`config.mk`:
```
export PLATFORM = sky130hd
export DESIGN_NAME = clkctl_regfile
export DESIGN_NICKNAME = d
export VERILOG_FILES = /design/src/rtl/clkctl_pkg.sv /design/src/rtl/clkctl_sync.sv /design/src/rtl/clkctl_axil_port.sv /design/src/rtl/clkctl_regfile.sv
export SDC_FILE = /design/constraint.sdc
export NUM_CORES = 1
export LEC_CHECK = 0
export ABC_AREA = 1
export CAP_MARGIN = 20
export CORE_AREA = 2 2 149 151
export CTS_CLUSTER_SIZE = 16
export DETAILED_ROUTE_END_ITERATION = 7
export DIE_AREA = 0 0 151 153
export GPL_ROUTABILITY_DRIVEN = 1
export SYNTH_ARGS = -nofsm -noshare
export SYNTH_HDL_FRONTEND = slang
export SYNTH_SLANG_ARGS = --single-unit
```
`constraint.sdc`:
```
create_clock -name clk -period 3.35 [get_ports clk]
set_input_delay 0.5025 -clock clk [delete_from_list [all_inputs] [get_ports clk]]
set_output_delay 0.5025 -clock clk [all_outputs]
set_load 0.05 [all_outputs]
```
`src/rtl/clkctl_pkg.sv`:
```
package clkctl_pkg;

    localparam int WIN_ADDR_W = 12;
    localparam int REG_DATA_W = 32;
    localparam int DOM_COUNT  = 10;
    localparam int CLK_COUNT  = 9;
    localparam int PLL_COUNT  = 4;

    // word indices (byte offset / 4) of the register map
    localparam int WI_ID    = 0;
    localparam int WI_VER   = 1;
    localparam int WI_BUILD = 2;
    localparam int WI_CLKS  = 3;
    localparam int WI_GLB   = 4;
    localparam int WI_DOM   = 5;
    localparam int WI_DIS   = 6;
    localparam int WI_LOCK  = 8;

    localparam logic [REG_DATA_W-1:0] UNMAPPED_WORD = 32'hDEAD_DEC0;

    // bit position of each PLL lock flag inside the lock status word
    localparam int LOCK_BIT [PLL_COUNT] = '{0, 4, 6, 8};

    typedef struct packed {
        logic [REG_DATA_W-1:0] glb;
        logic [DOM_COUNT-1:0]  dom;
        logic                  dis;
    } ctl_regs_t;

    function automatic logic [REG_DATA_W-1:0] lane_merge(
        input logic [REG_DATA_W-1:0]   old_v,
        input logic [REG_DATA_W-1:0]   new_v,
        input logic [REG_DATA_W/8-1:0] strb
    );
        logic [REG_DATA_W-1:0] r;
        r = old_v;
        for (int b = 0; b < REG_DATA_W/8; b++) begin
            if (strb[b]) r[b*8 +: 8] = new_v[b*8 +: 8];
        end
        return r;
    endfunction

endpackage

```
`src/rtl/clkctl_sync.sv`:
```
module clkctl_sync #(
    parameter int WIDTH  = 4,
    parameter int STAGES = 2
) (
    input  logic             clk,
    input  logic             rst_n,
    input  logic [WIDTH-1:0] async_i,
    output logic [WIDTH-1:0] sync_o
);

    logic [WIDTH-1:0] stg_d [STAGES];
    logic [WIDTH-1:0] stg_q [STAGES];

    always_comb begin
        stg_d[0] = async_i;
        for (int s = 1; s < STAGES; s++) begin
            stg_d[s] = stg_q[s-1];
        end
    end

    always_ff @(posedge clk or negedge rst_n) begin
        if (!rst_n) begin
            for (int s = 0; s < STAGES; s++) stg_q[s] <= '0;
        end else begin
            for (int s = 0; s < STAGES; s++) stg_q[s] <= stg_d[s];
        end
    end

    assign sync_o = stg_q[STAGES-1];

endmodule

```
`src/rtl/clkctl_axil_port.sv`:
```
module clkctl_axil_port #(
    parameter int AW = 12,
    parameter int DW = 32,
    localparam int SW = DW / 8,
    localparam int WW = AW - 2
) (
    input  logic          clk,
    input  logic          rst_n,
    input  logic [AW-1:0] s_awaddr,
    input  logic          s_awvalid,
    output logic          s_awready,
    input  logic [DW-1:0] s_wdata,
    input  logic [SW-1:0] s_wstrb,
    input  logic          s_wvalid,
    output logic          s_wready,
    output logic [1:0]    s_bresp,
    output logic          s_bvalid,
    input  logic          s_bready,
    input  logic          s_arvalid,
    output logic          s_arready,
    input  logic [DW-1:0] rd_word_i,
    output logic [DW-1:0] s_rdata,
    output logic [1:0]    s_rresp,
    output logic          s_rvalid,
    input  logic          s_rready,
    output logic          wr_en_o,
    output logic [WW-1:0] wr_word_o,
    output logic [DW-1:0] wr_data_o,
    output logic [SW-1:0] wr_strb_o
);

    typedef struct packed {
        logic          aw_full;
        logic          w_full;
        logic [WW-1:0] word;
        logic [DW-1:0] data;
        logic [SW-1:0] strb;
        logic          bvalid;
        logic          rvalid;
        logic [DW-1:0] rdata;
    } port_t;

    port_t st_d, st_q;
    logic  unused_aw_low;

    assign unused_aw_low = ^s_awaddr[1:0];

    assign s_awready = !st_q.aw_full && !st_q.bvalid && !st_q.rvalid;
    assign s_wready  = !st_q.w_full  && !st_q.bvalid && !st_q.rvalid;
    assign s_arready = !(st_q.aw_full || st_q.w_full || st_q.bvalid || st_q.rvalid
                         || s_awvalid || s_wvalid);
    assign wr_en_o   = st_q.aw_full && st_q.w_full;

    always_comb begin
        st_d = st_q;
        if (s_awvalid && s_awready) begin
            st_d.aw_full = 1'b1;
            st_d.word    = s_awaddr[AW-1:2];
        end
        if (s_wvalid && s_wready) begin
            st_d.w_full = 1'b1;
            st_d.data   = s_wdata;
            st_d.strb   = s_wstrb;
        end
        if (wr_en_o) begin
            st_d.aw_full = 1'b0;
            st_d.w_full  = 1'b0;
            st_d.bvalid  = 1'b1;
        end
        if (st_q.bvalid && s_bready) st_d.bvalid = 1'b0;
        if (s_arvalid && s_arready) begin
            st_d.rvalid = 1'b1;
            st_d.rdata  = rd_word_i;
        end
        if (st_q.rvalid && s_rready) st_d.rvalid = 1'b0;
    end

    always_ff @(posedge clk or negedge rst_n) begin
        if (!rst_n) st_q <= '0;
        else        st_q <= st_d;
    end

    assign wr_word_o = st_q.word;
    assign wr_data_o = st_q.data;
    assign wr_strb_o = st_q.strb;
    assign s_bvalid  = st_q.bvalid;
    assign s_rvalid  = st_q.rvalid;
    assign s_rdata   = st_q.rdata;
    assign s_bresp   = 2'b00;
    assign s_rresp   = 2'b00;

    assert_commit_raises_b_R9: assert property (@(posedge clk) disable iff (!rst_n)
        wr_en_o |=> s_bvalid);
    assert_b_held_R9: assert property (@(posedge clk) disable iff (!rst_n)
        s_bvalid && !s_bready |=> s_bvalid);
    assert_rdata_held_R10: assert property (@(posedge clk) disable iff (!rst_n)
        s_rvalid && !s_rready |=> s_rvalid && $stable(s_rdata));
    assert_single_outstanding_R12: assert property (@(posedge clk) disable iff (!rst_n)
        $onehot0({s_bvalid, s_rvalid}));

endmodule

```
`src/rtl/clkctl_regfile.sv`:
```
module clkctl_regfile
    import clkctl_pkg::*;
#(
    parameter int              ADDR_W     = WIN_ADDR_W,
    parameter int              DATA_W     = REG_DATA_W,
    parameter int              N_DOM      = DOM_COUNT,
    parameter int              N_CLK      = CLK_COUNT,
    parameter int              N_PLL      = PLL_COUNT,
    parameter int              SYNC_DEPTH = 2,
    parameter logic [31:0]     ID_WORD    = 32'h9048_1D0F,
    parameter logic [31:0]     VER_WORD   = 32'h0201_0000,
    parameter logic [31:0]     BUILD_WORD = 32'h0923_2223,
    parameter logic [N_DOM-1:0] DOM_INIT  = 10'h3FE,
    localparam int STRB_W = DATA_W / 8,
    localparam int WORD_W = ADDR_W - 2
) (
    input  logic              clk,
    input  logic              rst_n,
    input  logic [N_PLL-1:0]  lock_i,
    input  logic [ADDR_W-1:0] s_awaddr,
    input  logic              s_awvalid,
    output logic              s_awready,
    input  logic [DATA_W-1:0] s_wdata,
    input  logic [STRB_W-1:0] s_wstrb,
    input  logic              s_wvalid,
    output logic              s_wready,
    output logic [1:0]        s_bresp,
    output logic              s_bvalid,
    input  logic              s_bready,
    input  logic [ADDR_W-1:0] s_araddr,
    input  logic              s_arvalid,
    output logic              s_arready,
    output logic [DATA_W-1:0] s_rdata,
    output logic [1:0]        s_rresp,
    output logic              s_rvalid,
    input  logic              s_rready,
    output logic              glb_rst_o,
    output logic [N_DOM-1:0]  dom_rst_req_o,
    output logic              main_rst_dis_o
);

    ctl_regs_t          st_d, st_q;
    logic               wr_en;
    logic [WORD_W-1:0]  wr_word;
    logic [DATA_W-1:0]  wr_data;
    logic [STRB_W-1:0]  wr_strb;
    logic [DATA_W-1:0]  rd_word;
    logic [DATA_W-1:0]  lock_word;
    logic [N_PLL-1:0]   lock_s;
    logic               unused_ar_low;

    assign unused_ar_low = ^s_araddr[1:0];

    clkctl_axil_port #(.AW(ADDR_W), .DW(DATA_W)) u_port (
        .clk       (clk),
        .rst_n     (rst_n),
        .s_awaddr  (s_awaddr),
        .s_awvalid (s_awvalid),
        .s_awready (s_awready),
        .s_wdata   (s_wdata),
        .s_wstrb   (s_wstrb),
        .s_wvalid  (s_wvalid),
        .s_wready  (s_wready),
        .s_bresp   (s_bresp),
        .s_bvalid  (s_bvalid),
        .s_bready  (s_bready),
        .s_arvalid (s_arvalid),
        .s_arready (s_arready),
        .rd_word_i (rd_word),
        .s_rdata   (s_rdata),
        .s_rresp   (s_rresp),
        .s_rvalid  (s_rvalid),
        .s_rready  (s_rready),
        .wr_en_o   (wr_en),
        .wr_word_o (wr_word),
        .wr_data_o (wr_data),
        .wr_strb_o (wr_strb)
    );

    clkctl_sync #(.WIDTH(N_PLL), .STAGES(SYNC_DEPTH)) u_lock_sync (
        .clk     (clk),
        .rst_n   (rst_n),
        .async_i (lock_i),
        .sync_o  (lock_s)
    );

    // spread synchronized lock flags onto their status bit positions
    always_comb begin
        lock_word = '0;
        for (int i = 0; i < N_PLL; i++) begin
            lock_word[LOCK_BIT[i]] = lock_s[i];
        end
    end

    // read mux, evaluated on the offered read address
    always_comb begin
        case (int'(s_araddr[ADDR_W-1:2]))
            WI_ID:    rd_word = ID_WORD;
            WI_VER:   rd_word = VER_WORD;
            WI_BUILD: rd_word = BUILD_WORD;
            WI_CLKS:  rd_word = DATA_W'({N_CLK{1'b1}});
            WI_GLB:   rd_word = st_q.glb;
            WI_DOM:   rd_word = DATA_W'(st_q.dom);
            WI_DIS:   rd_word = DATA_W'(st_q.dis);
            WI_LOCK:  rd_word = lock_word;
            default:  rd_word = UNMAPPED_WORD;
        endcase
    end

    // next-state of the writable controls
    always_comb begin
        st_d = st_q;
        if (wr_en) begin
            case (int'(wr_word))
                WI_GLB: st_d.glb = lane_merge(st_q.glb, wr_data, wr_strb);
                WI_DOM: st_d.dom = N_DOM'(lane_merge(DATA_W'(st_q.dom), wr_data, wr_strb));
                WI_DIS: st_d.dis = wr_strb[0] ? wr_data[0] : st_q.dis;
                default: ;
            endcase
        end
    end

    always_ff @(posedge clk or negedge rst_n) begin
        if (!rst_n) begin
            st_q.glb <= '0;
            st_q.dom <= DOM_INIT;
            st_q.dis <= 1'b0;
        end else begin
            st_q <= st_d;
        end
    end

    assign glb_rst_o      = |st_q.glb;
    assign dom_rst_req_o  = glb_rst_o ? {N_DOM{1'b1}} : st_q.dom;
    assign main_rst_dis_o = st_q.dis;

    assert_glb_forces_domains_R5: assert property (@(posedge clk) disable iff (!rst_n)
        glb_rst_o |-> (&dom_rst_req_o));
    assert_controls_only_move_on_write_R8: assert property (@(posedge clk) disable iff (!rst_n)
        !wr_en |=> $stable(glb_rst_o) && $stable(dom_rst_req_o) && $stable(main_rst_dis_o));
    assert_lock_bits_only_R7: assert property (@(posedge clk) disable iff (!rst_n)
        s_rvalid && $rose(s_rvalid) && (int'($past(s_araddr[ADDR_W-1:2])) == WI_LOCK)
        |-> ($countones(s_rdata) <= N_PLL));

endmodule

```
# Word level (Yosys, flattened, before mapping)
# Cells that the tools add are included.
# word_totals
reg_bits,133
latchBits,0
ram_bits,0
romBits,0
inputBits,71
n_memories,0
# classes
addsub,0
multipliers,0
n_div,0
n_lt_le_gt_ge,0
eq_ne,10
shifts,0
muxes,9
n_bitwise,0
reduce_logical,33
# op_table
op,n
32-bit case mux with 8 select lines,1
"10-bit by 3-bit equality test with 1-bit output, second input constant",6
33-bit two-way mux,1
32-bit OR reduction,1
3-bit AND reduction,7
"10-bit by 2-bit equality test with 1-bit output, second input constant",2
"10-bit by 1-bit equality test with 1-bit output, second input constant",1
"10-bit by 4-bit equality test with 1-bit output, second input constant",1
1-bit logical AND,10
10-bit zero test,1
10-bit two-way mux,1
2-bit nonzero test,4
1-bit zero test,5
1-bit logical OR,5
1-bit two-way mux,5
2-bit two-way mux,1

# Longest topological paths before layout
# depth
word_depth,9
depth_mapped,11

# Hierarchy
# A second synthesis with hierarchy kept.
# unflattened
hier_cells,842
hier_area_um2,7139.3
# by_module_without_submodules
mod,n_inst,cells_per_inst,area_each_um2,seq_area_each_um2
clkctl_axil_port,1,446,4110.2,2052.0
clkctl_regfile,1,388,2829.0,1087.3
clkctl_sync,1,8,200.2,200.2

# Worst setup path before layout
# OpenSTA, ideal clock, no wires.
# synth_timing
path_kind,reg2reg
start,"register u_port.st_q, in the netlist u_port.s_bvalid"
end,"register u_port.st_q, in the netlist u_port.wr_word_o[5]"
setup_time_ps,133
t_arrival_ps,2635
required_ps,3217
path_slack_ps,582
path_stages_with_launch,6
n_path_buf,1
synth_period_minus_slack_ps,2768
path_cell_list,dfrtp_1 -> nor3_1 -> nand2_1 -> clkbuf_1 -> nor2_1 -> a21oi_1
# synth_via
elab_chain_len,4
# synth_rtl
item,line_no,rtl
from (decl),clkctl_axil_port.sv:43,"port_t st_d, st_q;"
from (signal assigned),clkctl_axil_port.sv:80,else st_q <= st_d;
1-bit zero test,clkctl_axil_port.sv:48,assign s_awready = !st_q.aw_full && !st_q.bvalid && !st_q.rvalid;
1-bit logical AND (2 in series),clkctl_axil_port.sv:48,
via s_awready,clkctl_regfile.sv:22,"output logic s_awready,"
1-bit logical AND,clkctl_axil_port.sv:56,if (s_awvalid && s_awready) begin
# The timed path passes the listed nets, and every way through them passes these cells.
# A chain may end at the register's enable or synchronous reset.

# Worst setup path in the final report
# layout_timing
start,register st_q[42] in the netlist's numbering
end,output dom_rst_req_o[0]
# layout_via
elab_chain_len,2
# layout_rtl
item,line_no,rtl
from (decl),clkctl_regfile.sv:42,"ctl_regs_t st_d, st_q;"
from (signal assigned),clkctl_regfile.sv:129,st_q <= st_d;
32-bit OR reduction,clkctl_regfile.sv:133,assign glb_rst_o = |st_q.glb;
10-bit two-way mux,clkctl_regfile.sv:134,assign dom_rst_req_o = glb_rst_o ? {N_DOM{1'b1}} : st_q.dom;
to (decl),clkctl_regfile.sv:38,"output logic [N_DOM-1:0] dom_rst_req_o,"
# Every way passes these cells.

==> run summary <==
==================================================================================================
Crit path time final ................................................................      2980 ps
Sequential element share of the synthesized area ....................................        52.9%
Met3 wire length ....................................................................       914 um
Routed via count ....................................................................        4,615
Final-report max-slew violation count ...............................................            0
Crit path max-delay cell type ....................................................... clkdlybuf4s50_1
Vias in the first global route ......................................................        4,611
Maximum Capacitance Violations ......................................................            0
Post-detailed-route count of antenna-violating nets .................................            0
Ys Warns ............................................................................            0
Dominant cell type by area after synthesis ..........................................      dfrtp_1
Layout Nets .........................................................................          859
Routed length on met1 ...............................................................      7070 um
TritonCTS sink count ................................................................          133
Required time at the worst-slack endpoint ...........................................      2850 ps
Count of distinct cell types in the synthesized netlist .............................           32
I/O pin total .......................................................................          124
Number of placement rows ............................................................           54
Fraction of synthesized cell area in xor and xnor cells .............................           0%
Crit path kind ...................................................................... flop to output pin
Synthesized cell area ...............................................................     6320 um2
Synth-to-Final Area Change ..........................................................        28.6%
Worst path bufs/invs ................................................................            3
DRC errors left .....................................................................            0
Share of synthesized area spent on multiplexers .....................................        6.77%
First-pass GRT wire length ..........................................................    24,000 um
Final Setup Violations ..............................................................            0
Pin count of the biggest net entering global routing ................................          134
Met2 Routed Length ..................................................................      6570 um
R2r setup slk .......................................................................      1450 ps
IO Port Bufs ........................................................................          115
Hold Vio Cnt, Final .................................................................            0
Cell chain of the critical path ..................................................... inv_1 -> nand4_1 -> nor3_1 -> nand4_1 -> nor2_1 -> buf_4 -> nand2_1 -> clkdlybuf4s50_1
Final RePlAce weighted congestion ...................................................        0.864
Setup repair after global routing missed its margin .................................           no
Post-Syn Instances ..................................................................          702
Fraction of layout instances using a drive strength above 1 .........................        15.6%
Hold Worst Slack ....................................................................       204 ps
Synthesized-area fraction occupied by ao, oa, aoi and oai cells .....................        6.83%
Initial Util ........................................................................        29.4%
Number of cell instances on the worst register-to-register path .....................            9
Endpoint class of the critical path .................................................   output pin
Horizontal extent of the die ........................................................       151 um
CP arrival ..........................................................................      2480 ps
Die footprint .......................................................................   23,100 um2
H-Tree Level Count ..................................................................            4
Clock transition time at the flip-flop clock pins of the worst setup and hold paths .        60 ps
Critical register-to-register path endpoint ......................................... u_port.s_rdata[1]
Core Util, Final ....................................................................        37.8%
Area fraction of the dominant cell type after synthesis .............................        49.1%
Flop and latch count out of synthesis ...............................................          133
Cell with the most instances on the worst path ......................................      nand4_1
Overall die height ..................................................................       153 um
Timing-limited maximum frequency ....................................................      336 MHz
CP max FO ...........................................................................           11
Highest routed metal layer ..........................................................         met5
Total length of routed wires ........................................................    14,800 um
Actual slew at the worst max-slew pin ...............................................       803 ps
Fin crit share ......................................................................        88.9%
Wire length per cell after detailed routing .........................................      13.7 um
Avg Synthesized Cell Area ...........................................................     9.00 um2
Root buffer selected by CTS .........................................................    clkbuf_16
Startpoint type of the worst setup path .............................................         flop
Total track usage ...................................................................        13.6%
Initial drt markers .................................................................          273
Per-cell via count in the routed design .............................................         4.27
Resized cells post-CTS ..............................................................            0
Post-detail-place hpwl ..............................................................    10,900 um
Status .............................................................................. finished clean
Worst-case clock buffer depth .......................................................            2
Slew Limit Headroom .................................................................        46.4%
Source-to-sink clock delay at the later pin of the worst-skew pair ..................       430 ps
Leading post-synthesis cells by cell area ........................................... dfrtp_1 49%, nand2_1 9.4%, mux2_2 6.8%
Clock tree from TritonCTS ...........................................................          yes
Cts bufs inserted ...................................................................           17
Static power due to leakage .........................................................      4.09 nW
Worst R2R Start ..................................................................... u_port.s_bvalid
Remaining global-route overflow .....................................................            0
Min-Delay Path Class ................................................................ primary input to async pin
Number of antenna violations at the first check in global routing ...................            1
Kind of cell with the highest combined delay on the critical path ................... buffers and inverters
Post-CTS setup-driven buffer insertion count ........................................            0
Dominant combinational cell family by area after synthesis .......................... simple AND/OR/NAND/NOR gates
Setup skew after layout .............................................................      9.92 ps
Pwr dens ............................................................................   737 nW/um2
# hold bufs at CTS ..................................................................            0
Maximum vdd ir drop .................................................................   0.000461 V
Number of iterations in the first detailed-routing pass .............................            4
Number of antenna repair diodes .....................................................            0
CP max stage delay ..................................................................       700 ps
Post-Synth Simple-Gate Area .........................................................        21.4%
Adder-cell share of the synthesized area ............................................           0%
Sum of negative setup slack .........................................................         0 ps
Standard cell core area .............................................................   21,500 um2
==================================================================================================
[cell usage in the layout (no fill, tap or decap), drive strengths merged]
master	instances
clkinv	5
inv	105
bufinv	3
nand2	178
clkdlybuf4s50	114
conb	4
dfrtp	124
nor3	6
mux2	38
nor2	59
nand4	12
and2	1
a21oi	27
buf	6
o21ai	45
o31ai	2
o211ai	7
clkbuf	20
nor4	1
clkinvlp	1
nand3	33
or2	1
dfstp	9
[stage by stage]
stage / cell area [um2] / worst slack [ps] / cells / total power [mW]
after floorplan: 6330 / 582 / 705 / 3.63
after global placement: 7500 / 794 / 1049 / 4.06
after detailed placement: 7500 / 758 / 1049 / 4.10
after CTS: 8120 / 304 / 1081 / 6.07
after global routing: 8120 / 178 / 1081 / 6.30
final: 8120 / 372 / 1081 / 5.99
[state kept, by name, indices dropped and copies added, names as in the netlist, 2 cells and up]
name	cells
u_port.wr_word_o	10
u_port.s_rdata	32
u_port.wr_strb_o	4
u_lock_sync.stg_d	4
u_lock_sync.sync_o	4
u_port.st_q	2
st_q	42
u_port.wr_data_o	32
[worst max path at each step]
| stage | startpoint | endpoint | slack (ps) | cells after the start |
|---|---|---|---|---|
| after CTS | st_q[42] | dom_rst_req_o[0] | 300 | 8 |
| after global routing | st_q[42] | dom_rst_req_o[0] | 180 | 8 |
| after floorplan | u_port.s_bvalid | u_port.wr_word_o[5] | 580 | 5 |
| after global placement | s_awvalid | s_arready | 790 | 5 |
| after detailed placement | st_q[42] | dom_rst_req_o[0] | 760 | 8 |
| final | st_q[42] | dom_rst_req_o[0] | 370 | 8 |
[cells by family after synthesis]
group,after synthesis
other cells,1
flops,133
buf+inv,158
compound gates,81
mux,38
simple gates,291
[worst register-to-register path, stage by stage, from the launching register on]
cell,delay [ps]
dfrtp_1,420
nor2_1,110
nand2_1,70
inv_2,60
nand2_1,50
inv_1,80
nand2_2,90
inv_1,600
o21ai_0,260
nand2_1,100
[final cells by class]
class,instances,area (um2)
Clock inverter,12,168
Sequential cell,133,3340
Tap cell,280,350
Fill cell,2201,13400
Timing Repair Buffer,120,1200
Inverter,102,383
Clock buffer,20,457
Multi-Input combinational cell,414,2230
[synth_stat cells, drive strengths merged]
cell	n
dfstp	9
a21oi	27
o31ai	2
dfrtp	124
o21ai	45
nor4	1
or2	1
nand3	33
nor3	6
o211ai	7
mux2	38
nand4	12
clkbuf	7
inv	102
buf	49
conb	1
nand2	178
and2	1
nor2	59
[power breakdown]
| part | switching (mW) | total, mW | internal, mW |
|---|---|---|---|
| logic | 1.07 | 1.77 | 0.696 |
| clock network | 0.717 | 1.94 | 1.22 |
| registers | 0.247 | 2.28 | 2.03 |
[routing by layer]
metal  global-route usage [%]  vias to the layer above
met1                     18.0                     2133
met4                     4.49                        2
li1                         -                     2347
met2                     20.8                      112
met3                     4.60                       21
met5                        0                        -
Note: power is estimated with default switching activity, not from simulation.
